### src/rtl/cos_pkg.sv
package cos_pkg;
  localparam int ADDR_W = 5;

  localparam logic [ADDR_W-1:0] OFS_RAW  = 5'h00;
  localparam logic [ADDR_W-1:0] OFS_RISE = 5'h04;
  localparam logic [ADDR_W-1:0] OFS_FALL = 5'h08;
  localparam logic [ADDR_W-1:0] OFS_STAT = 5'h0C;
  localparam logic [ADDR_W-1:0] OFS_CTRL = 5'h10;

  localparam int CTL_PEND = 0;
  localparam int CTL_AND  = 1;
  localparam int CTL_EN   = 2;
endpackage

### src/rtl/cos_sync.sv
module cos_sync #(
  parameter int W      = 32,
  parameter int STAGES = 2
) (
  input  logic         clk_i,
  input  logic         rst_ni,
  input  logic [W-1:0] d_i,
  output logic [W-1:0] q_o
);
  logic [STAGES-1:0][W-1:0] stg_q;

  always_ff @(posedge clk_i or negedge rst_ni) begin
    if (!rst_ni) begin
      stg_q <= '0;
    end else begin
      stg_q[0] <= d_i;
      for (int i = 1; i < STAGES; i++) stg_q[i] <= stg_q[i-1];
    end
  end

  assign q_o = stg_q[STAGES-1];
endmodule

### src/rtl/cos_detect.sv
module cos_detect #(
  parameter int W = 32
) (
  input  logic         clk_i,
  input  logic         rst_ni,
  input  logic [W-1:0] smp_i,
  input  logic [W-1:0] rise_msk_i,
  input  logic [W-1:0] fall_msk_i,
  input  logic         en_i,
  input  logic         and_mode_i,
  output logic [W-1:0] hit_o
);
  logic [W-1:0] prev_q;
  logic         armed_q;
  logic [W-1:0] sel, or_hit;
  logic         chg, match, and_fire;

  always_comb begin
    sel      = rise_msk_i | fall_msk_i;
    or_hit   = (smp_i & ~prev_q & rise_msk_i) | (~smp_i & prev_q & fall_msk_i);
    chg      = |((smp_i ^ prev_q) & sel);
    match    = (sel != '0) && ((smp_i & rise_msk_i) == rise_msk_i)
               && ((~smp_i & fall_msk_i) == fall_msk_i);
    and_fire = en_i && and_mode_i && armed_q && match;
    if (!en_i)           hit_o = '0;
    else if (and_mode_i) hit_o = and_fire ? sel : '0;
    else                 hit_o = or_hit;
  end

  // blocked after an AND event until a selected level moves
  always_ff @(posedge clk_i or negedge rst_ni) begin
    if (!rst_ni) begin
      prev_q  <= '0;
      armed_q <= 1'b1;
    end else begin
      prev_q <= smp_i;
      if (and_fire) armed_q <= 1'b0;
      else if (chg) armed_q <= 1'b1;
    end
  end

  AST_OR_EDGE_ONLY: assert property (@(posedge clk_i) disable iff (!rst_ni)
    (en_i && !and_mode_i && hit_o != '0) |-> (smp_i != prev_q));
  AST_AND_ALL_MATCH: assert property (@(posedge clk_i) disable iff (!rst_ni)
    (en_i && and_mode_i && hit_o != '0) |->
      (((smp_i & rise_msk_i) == rise_msk_i) && ((~smp_i & fall_msk_i) == fall_msk_i)));
  AST_AND_ONESHOT: assert property (@(posedge clk_i) disable iff (!rst_ni)
    (en_i && and_mode_i && hit_o != '0) |=> (!and_mode_i || hit_o == '0));
  AST_OFF_QUIET: assert property (@(posedge clk_i) disable iff (!rst_ni)
    !en_i |-> hit_o == '0);
endmodule

### src/rtl/cos_regs.sv
module cos_regs
  import cos_pkg::*;
#(
  parameter int          W       = 32,
  parameter logic [W-1:0] CH_MASK = '0
) (
  input  logic              clk_i,
  input  logic              rst_ni,
  input  logic              we_i,
  input  logic              re_i,
  input  logic [ADDR_W-1:0] addr_i,
  input  logic [W-1:0]      wdata_i,
  output logic [W-1:0]      rdata_o,
  input  logic [W-1:0]      smp_i,
  input  logic [W-1:0]      hit_i,
  output logic [W-1:0]      rise_msk_o,
  output logic [W-1:0]      fall_msk_o,
  output logic              en_o,
  output logic              and_mode_o,
  output logic              irq_o
);
  logic [W-1:0] stat_q;
  logic         pend;
  logic         wr_ctrl, rd_stat, dis_wr;

  assign wr_ctrl = we_i && (addr_i == OFS_CTRL);
  assign rd_stat = re_i && (addr_i == OFS_STAT);
  assign dis_wr  = wr_ctrl && !wdata_i[CTL_EN];
  assign pend    = en_o && (stat_q != '0);
  assign irq_o   = pend;

  always_ff @(posedge clk_i or negedge rst_ni) begin
    if (!rst_ni) begin
      rise_msk_o <= '0;
      fall_msk_o <= '0;
      en_o       <= 1'b0;
      and_mode_o <= 1'b0;
    end else if (we_i) begin
      case (addr_i)
        OFS_RISE: rise_msk_o <= wdata_i & CH_MASK;
        OFS_FALL: fall_msk_o <= wdata_i & CH_MASK;
        OFS_CTRL: begin
          en_o       <= wdata_i[CTL_EN];
          and_mode_o <= wdata_i[CTL_AND];
        end
        default: ;
      endcase
    end
  end

  always_ff @(posedge clk_i or negedge rst_ni) begin
    if (!rst_ni)      stat_q <= '0;
    else if (dis_wr)  stat_q <= '0;
    else if (rd_stat) stat_q <= hit_i;
    else              stat_q <= stat_q | hit_i;
  end

  always_comb begin
    rdata_o = '0;
    case (addr_i)
      OFS_RAW:  rdata_o = smp_i;
      OFS_RISE: rdata_o = rise_msk_o;
      OFS_FALL: rdata_o = fall_msk_o;
      OFS_STAT: rdata_o = stat_q;
      OFS_CTRL: begin
        rdata_o[CTL_EN]   = en_o;
        rdata_o[CTL_AND]  = and_mode_o;
        rdata_o[CTL_PEND] = pend;
      end
      default: rdata_o = '0;
    endcase
  end

  AST_STAT_RANGE: assert property (@(posedge clk_i) disable iff (!rst_ni)
    (stat_q & ~CH_MASK) == '0);
  AST_RD_CLEAR: assert property (@(posedge clk_i) disable iff (!rst_ni)
    (rd_stat && !dis_wr && hit_i == '0) |=> stat_q == '0);
  AST_DIS_DROP: assert property (@(posedge clk_i) disable iff (!rst_ni)
    dis_wr |=> (!irq_o && stat_q == '0));
endmodule

### src/rtl/cos_irq_ctrl.sv
module cos_irq_ctrl
  import cos_pkg::*;
#(
  parameter int DW     = 32,
  parameter int LO_CH  = 4,
  parameter int HI_CH  = 19,
  parameter int STAGES = 2
) (
  input  logic              clk_i,
  input  logic              rst_ni,
  input  logic              we_i,
  input  logic              re_i,
  input  logic [ADDR_W-1:0] addr_i,
  input  logic [DW-1:0]     wdata_i,
  output logic [DW-1:0]     rdata_o,
  input  logic [DW-1:0]     din_i,
  output logic              irq_o
);
  localparam logic [DW-1:0] CH_MASK =
    DW'((64'(1) << (HI_CH + 1)) - 64'(1)) & ~DW'((64'(1) << LO_CH) - 64'(1));

  logic [DW-1:0] smp, hit, rise_msk, fall_msk;
  logic          en, and_mode;

  cos_sync #(.W(DW), .STAGES(STAGES)) i_sync (
    .clk_i, .rst_ni, .d_i(din_i), .q_o(smp)
  );

  cos_detect #(.W(DW)) i_detect (
    .clk_i, .rst_ni, .smp_i(smp), .rise_msk_i(rise_msk), .fall_msk_i(fall_msk),
    .en_i(en), .and_mode_i(and_mode), .hit_o(hit)
  );

  cos_regs #(.W(DW), .CH_MASK(CH_MASK)) i_regs (
    .clk_i, .rst_ni, .we_i, .re_i, .addr_i, .wdata_i, .rdata_o,
    .smp_i(smp), .hit_i(hit), .rise_msk_o(rise_msk), .fall_msk_o(fall_msk),
    .en_o(en), .and_mode_o(and_mode), .irq_o
  );
endmodule

### config.mk
export PLATFORM = sky130hd
export DESIGN_NAME = cos_irq_ctrl
export DESIGN_NICKNAME = d
export VERILOG_FILES = /design/src/rtl/cos_pkg.sv /design/src/rtl/cos_sync.sv /design/src/rtl/cos_detect.sv /design/src/rtl/cos_regs.sv /design/src/rtl/cos_irq_ctrl.sv
export SDC_FILE = /design/constraint.sdc
export NUM_CORES = 1
export LEC_CHECK = 0
export BUFFER_PORTS_ARGS = -buffer_cell sky130_fd_sc_hd__buf_2
export CAP_MARGIN = 20
export CORE_ASPECT_RATIO = 0.75
export CORE_MARGIN = 4
export CORE_UTILIZATION = 54
export CTS_CLUSTER_SIZE = 30
export DETAILED_ROUTE_END_ITERATION = 12
export HOLD_SLACK_MARGIN = 0.08
export PLACE_DENSITY = 0.78
export REMOVE_ABC_BUFFERS = 1
export SYNTH_ARGS = -nofsm -noshare
export SYNTH_HDL_FRONTEND = slang
export SYNTH_HIERARCHICAL = 1
export SYNTH_SLANG_ARGS = --single-unit
### constraint.sdc
create_clock -name clk_i -period 2.05 [get_ports clk_i]
set_input_delay 0.41 -clock clk_i [delete_from_list [all_inputs] [get_ports clk_i]]
set_output_delay 0.41 -clock clk_i [all_outputs]
set_load 0.005 [all_outputs]
-- Word level (Yosys, flattened, before mapping)
Index checks and enable logic that the tools add are counted.
- word-level logic and storage cells: 55
- bits in registers: 163
- muxes and demuxes: 9
- bitwise operators: 13
- reduce and logical (&&, ||, !) cells: 18
- eq/ne operators: 6
- operators by type and width (cell ; count):
    32-bit 2-to-1 mux ; 5
    32-bit by 20-bit AND with 32-bit output ; 4
    29-bit one-hot mux with 4 select lines ; 1
    32-bit AND ; 3
    32-bit by 20-bit equality test with 1-bit output ; 2
    32-bit NOT ; 2
    32-bit OR ; 2
    32-bit nonzero test ; 2
    32-bit OR reduction ; 1
    32-bit XOR ; 1
    20-bit OR ; 1
    5-bit by 4-bit equality test with 1-bit output, second input constant ; 2
    1-bit logical AND ; 9
    3-bit one-hot mux with 3 select lines ; 1
    2-bit AND reduction ; 3
    5-bit by 3-bit equality test with 1-bit output, second input constant ; 1
    5-bit equality test, second input constant ; 1
    5-bit zero test ; 1
    1-bit 2-to-1 mux ; 2
    2-bit nonzero test ; 1
    1-bit zero test ; 1

-- Logic depth before layout (Yosys ltp)
- depth in word-level cells: 11
- gate-level depth with buffers: 10
- mapped depth without buffers: 9

-- Cells and area by module
Netlist, hierarchy kept.
- modules (own cells, without submodules) (module ; area an instance (µm²) ; cells an instance ; times used):
    cos_detect ; 3857.4 ; 450 ; 1
    cos_regs ; 3323.2 ; 310 ; 1
    cos_sync ; 1841.8 ; 96 ; 1

-- Worst setup path after synthesis
Ideal clock, no wire load.
- path kind: flip-flop to flip-flop
- from: reg i_sync.stg_q (netlist bit i_sync/q_o[4])
- to: reg i_regs.stat_q[15]
- path buffers: 3
- library setup time: 0.072 ns
- stages on the path, launching flop included: 10
- path slack: 0.025 ns
- clock period less this slack: 2.025 ns
- arrival time: 1.952 ns
- path through: dfrtp_1 -> buf_4 -> a22oi_1 -> nand4_1 -> or4_1 -> buf_6 -> buf_12 -> o41ai_2 -> a21oi_1 -> nor2_1
- longest elaborated chain between the ends: 11
- elaborated cells on any way between the ends: 14
- ends and longest elaborated chain (item ; RTL line ; text):
    from (decl) ; cos_sync.sv:10 ; logic [STAGES-1:0][W-1:0] stg_q;
    32-bit by 20-bit AND with 32-bit output / 32-bit NOT (equally long branches) ; cos_detect.sv:22, cos_detect.sv:23 ;
    32-bit by 20-bit equality test with 1-bit output / 32-bit by 20-bit AND with 32-bit output (equally long branches) ; cos_detect.sv:22, cos_detect.sv:23 ;
    1-bit logical AND / 32-bit by 20-bit equality test with 1-bit output (equally long branches) ; cos_detect.sv:22, cos_detect.sv:23 ;
    1-bit logical AND * ; cos_detect.sv:23 ; && ((~smp_i & fall_msk_i) == fall_msk_i);
    1-bit logical AND * ; cos_detect.sv:24 ; and_fire = en_i && and_mode_i && armed_q && match;
    32-bit 2-to-1 mux * (2 in a row) ; cos_detect.sv:26 ; else if (and_mode_i) hit_o = and_fire ? sel : '0;
    32-bit 2-to-1 mux * ; cos_detect.sv:25 ; if (!en_i) hit_o = '0;
    via hit[15] ; cos_irq_ctrl.sv:22 ; logic [DW-1:0] smp, hit, rise_msk, fall_msk;
    32-bit OR ; cos_regs.sv:55 ; else stat_q <= stat_q | hit_i;
    32-bit 2-to-1 mux * ; cos_regs.sv:54 ; else if (rd_stat) stat_q <= hit_i;
    32-bit 2-to-1 mux * ; cos_regs.sv:53 ; else if (dis_wr) stat_q <= '0;
    to (signal assigned) ; cos_regs.sv:54 ;
    to (signal assigned) ; cos_regs.sv:55 ;
    to (decl) ; cos_regs.sv:22 ; logic [W-1:0] stat_q;
Mark *: on every way through the listed nets, which the timed path passes. The rest lies on a longest branch.
A chain may end at the register's enable or synchronous reset.

-- Final worst setup path
- from: reg i_regs.stat_q[18]
- to: out rdata_o[0]
- longest elaborated chain between the ends: 3
- ends and longest elaborated chain (item ; RTL line ; text):
    32-bit nonzero test ; cos_regs.sv:29 ; assign pend = en_o && (stat_q != '0);
    1-bit logical AND ; cos_regs.sv:29 ;
    3-bit one-hot mux with 3 select lines ; cos_regs.sv:60 ; case (addr_i)
    to (decl) ; cos_irq_ctrl.sv:15 ; output logic [DW-1:0] rdata_o,
No other way between the ends.

==> Implementation_results.wiki <==
{| class="wikitable"
! Metric !! Value
|-
| Post-synthesis adder-cell area fraction || ~9%
|-
| Via density per instance || a little over 6
|-
| Net load switching power || 3.320 mW
|-
| Count leader, synth || dfrtp_1
|-
| Core region area || approximately 0.016 mm2
|-
| Count of buffers from port buffering || 91
|-
| Vias after detailed routing || a little under 8000
|-
| Placement Cell Area || 0.01007 mm2
|-
| Compound-Gate Fraction of Synth Area || approximately 17%
|-
| Maximum clock rate || around 440 MHz
|-
| Average routed wire per standard cell || ~23 um
|-
| Cell family with the largest share of critical-path delay || simple AND/OR/NAND/NOR gates
|-
| Final cycle utilization of the critical path || 110.0%
|-
| Worst Skew || between 0.01 and 0.015 ns
|-
| Total number of H-tree levels || 4
|-
| Clock network power share || 31.8%
|-
| Power per unit of standard cell area || approximately 860 mW/mm2
|-
| Total routed wirelength || slightly below 30 mm
|-
| Effective utilization at floorplan || a little under three fifths
|-
| Total overflow reported by the global router || 0
|-
| Relative contribution of combinational cells to total power || about a quarter
|-
| Dominant combinational cell family by area after synthesis || compound AO/OA/AOI/OAI gates
|-
| Register share of total power || around 44%
|-
| Sequential-to-total area share from yosys stat || 45.22%
|-
| Bufs and invs on worst path || 2
|-
| GRT Util Overall || between 20% and 30%
|-
| Result of the run || complete, but fails checks
|-
| Setup TNS Final || -5.191 ns
|-
| Buffer cell driving the clock tree root || clkbuf_16
|-
| Maximum single-stage delay on the critical path || roughly 0.38 ns
|-
| Hold Violations, Final || 0
|-
| Number of DRC violations after detailed-routing iteration 0 || roughly 1000
|-
| Number of sinks on the clock net || roughly 160
|-
| Largest vdd supply drop || 722.2 uV
|-
| Number of flops mapped to enable cells by yosys || 0
|-
| Flip-flop cell with the highest count after synthesis || dfrtp_1
|-
| Area of all placed cells without fillers || roughly 0.012 mm2
|-
| Number of rows created at floorplan || 40
|-
| Global-route wire length before repair || ~43 mm
|-
| Fraction of power spent switching nets || around a third
|-
| Data required time of the worst path || about 1.6 ns
|-
| Hold Worst Slack || 0.09044 ns
|-
| Count of inserted antenna diode cells || 0
|-
| Synth-to-Final Area Change || 28.72%
|-
| Leak || about 5.7 nW
|-
| Tightest Hold Check Type || input port to flop
|-
| Cell with the biggest individual delay on the critical path || dfrtp_1
|-
| Number of buffers between clock root and the deepest sink || 2
|-
| Critical path class || flop to output pin
|-
| Count of boundary I/O pins || 106
|-
| Share of cells above drive strength 1 || 33.02%
|-
| Die Footprint || 0.01886 mm2
|-
| Setup repair after global routing missed its margin || yes
|-
| Worst Max-Slew Pin Slew || about 0.56 ns
|-
| Initial antenna violation count || 0
|-
| Crit path launch type || flop
|-
| Die outline height || between 100 and 150 um
|-
| Critical path endpoint category || output pin
|-
| Xor/xnor cell area share of the yosys netlist || 0%
|-
| Number of global-route vias before repair || around 7700
|-
| Final HPWL DP || 18.79 mm
|-
| Cts bufs inserted || 17
|-
| Top cells by area in the synthesized netlist || dfrtp_1 45%, ha_1 8.9%, buf_4 5.5%
|-
| Clock-pin slew reported for the worst setup and hold paths after clock tree synthesis || approximately 0.070 ns
|-
| Power consumption || 9.931 mW
|-
| Number of distinct library cell variants in the gate-level netlist after synthesis || 47
|-
| Post-Synth Simple-Gate Area || between 10% and 20%
|-
| Number of storage elements in the synthesis netlist || roughly 160
|-
| Portion of netlist area occupied by mux cells || slightly above 6%
|-
| Share of flip-flops with an asynchronous set or reset || between 90% and 100%
|-
| Worst setup margin || -0.2059 ns
|-
| Tightest slew margin relative to the limit || 62.14%
|-
| Area fraction of the dominant cell type after synthesis || between 40 and 50%
|-
| Cell internal power dissipation || around 6.6 mW
|-
| Top cells by count, synth || 162 x dfrtp_1, 86 x nor2_1, 68 x inv_1
|-
| Violations in the final reports || setup timing
|-
| Count of final setup violators || 49
|-
| Number of nets at the end of the flow || roughly 1200
|-
| Post-synthesis cell area || around 0.009 mm2
|-
| Max-cap violation count || 0
|-
| Crit path cell chain || nor4_1 > buf_4 > nand4_1 > nor2_2 > o21ai_1 > buf_2
|-
| CTS tree || built
|-
| Min Clock Period, post-route || between 2 and 2.5 ns
|-
| Number of routed nets with antenna violations || 0
|-
| Total of warnings raised by yosys || 6
|-
| GPL Wtd Cong || 1.017
|-
| First-pass iteration count of the detailed router || 5
|-
| Cell type with the largest total area after synthesis || dfrtp_1
|-
| Max-slew violations || 0
|-
| Gate Count Post-Synth || roughly 860
|-
| Mean instance size in the synthesized netlist || 10.54 um2
|-
| Pin count of the biggest net entering global routing || between 40 and 50
|-
| Clock insertion delay at the later pin of the skew report || around 0.44 ns
|-
| Worst path arrival time || about 1.9 ns
|-
| Number of remaining DRC errors || 0
|-
| Filler Cell Count || approximately 1100
|-
| Critical path fanouts, max || 2
|-
| Floorplan die width || between 150 and 200 um
|}
## through the flow
step / cells / utilization [%] / setup slack, ns
2_1_floorplan: 789 / - / -1.245
3_3_place_gp: 1189 / 62.13 / -0.1099
3_5_place_dp: 1189 / 62.13 / -0.1415
4_1_cts: 1260 / 69.22 / -0.1831
5_1_grt: 1273 / 71.62 / -0.3060
6_report: 1273 / 71.62 / -0.2059
## cells by family (layout without fill, tap and decap cells)
family                   after synthesis  count (layout)
AO/OA/AOI/OAI                        190             190
adder cells (fa/ha/maj)               64              64
buffers and inverters                167             343
flip-flops                           163             163
multiplexers                          48              48
other                                  1              32
AND/OR/NAND/NOR                      223             223
## registers in the layout (all words and copies together) (netlist names), 16 cells and up
| register | flops |
|---|---|
| i_detect/prev_q | 32 |
| i_regs/rise_msk_o | 16 |
| i_regs/fall_msk_o | 16 |
| i_sync/q_o | 32 |
| i_regs/stat_q | 32 |
| i_sync/stg_q | 32 |
## per-layer routing
| layer | track usage (%) | wire length, um |
|---|---|---|
| met1 | 40.09 | 11310 |
| met2 | 45.89 | 13020 |
| met3 | 7.642 | 3444 |
| met4 | 12.31 | 1034 |
| met5 | 0 | 0 |
## repair_timing
| action | 4_1_cts | 5_1_grt |
|---|---|---|
| pin swaps | 23 | 26 |
| hold buffers | 30 | 0 |
| hold endpoints to repair | 68 | 0 |
| gates resized for setup | 35 | 42 |
| gates cloned | 3 | 3 |
| setup buffers | 6 | 11 |
| setup endpoints to repair | 47 | 50 |
## layout make-up
class                   instances  area [um2]  area share (%)
multi-input cells             557        4419           38.05
flip-flops and latches        163        4083           35.15
repair buffers                242        2021           17.40
clock buffers                  17       425.4           3.663
well taps                     210       262.8           2.262
inverters                      69       259.0           2.230
clock inverters                15       143.9           1.239
## power by group through the flow
| stage | clock (mW) | sequential, mW | combinational (mW) |
|---|---|---|---|
| after global placement | 0 | 4.30 | 1.93 |
| after detailed placement | 0 | 4.32 | 2.00 |
| after global routing | 3.32 | 4.37 | 2.63 |
| final | 3.16 | 4.32 | 2.45 |
| after CTS | 3.19 | 4.26 | 2.19 |
| after floorplan | 0 | 4.23 | 1.01 |
## placed cells by master, fill, tap and decap left out, drive strengths merged, types with 6 or more instances in the layout
cell type / count
a22oi: 43
ha: 64
o41ai: 16
nand2b: 6
mux2i: 14
inv: 77
dlygate4sd3: 30
a22o: 32
dfrtp: 162
mux2: 34
nand2: 59
nand4: 27
o2111ai: 10
buf: 209
conb: 32
nor2: 87
a21oi: 32
o22ai: 18
a221o: 17
o21bai: 20
clkbuf: 20
nor4: 28
## final timing paths
kind                                       startpoint                  to  slack [ns]  cells past startpoint
worst max register to register  i_regs/rise_msk_o[17]    i_regs/stat_q[9]       -0.18                      7
min in group asynchronous                      rst_ni  i_detect/prev_q[5]        0.47                      2
max in group asynchronous                      rst_ni    i_sync/stg_q[21]        0.97                      3
worst min-delay path                        din_i[23]    i_sync/stg_q[23]        0.09                      1
worst max-delay path                i_regs/stat_q[18]          rdata_o[0]       -0.21                      6
worst min register to register       i_sync/stg_q[12]      i_sync/q_o[12]        0.35                      0
Power figures use the tool's default switching activity.
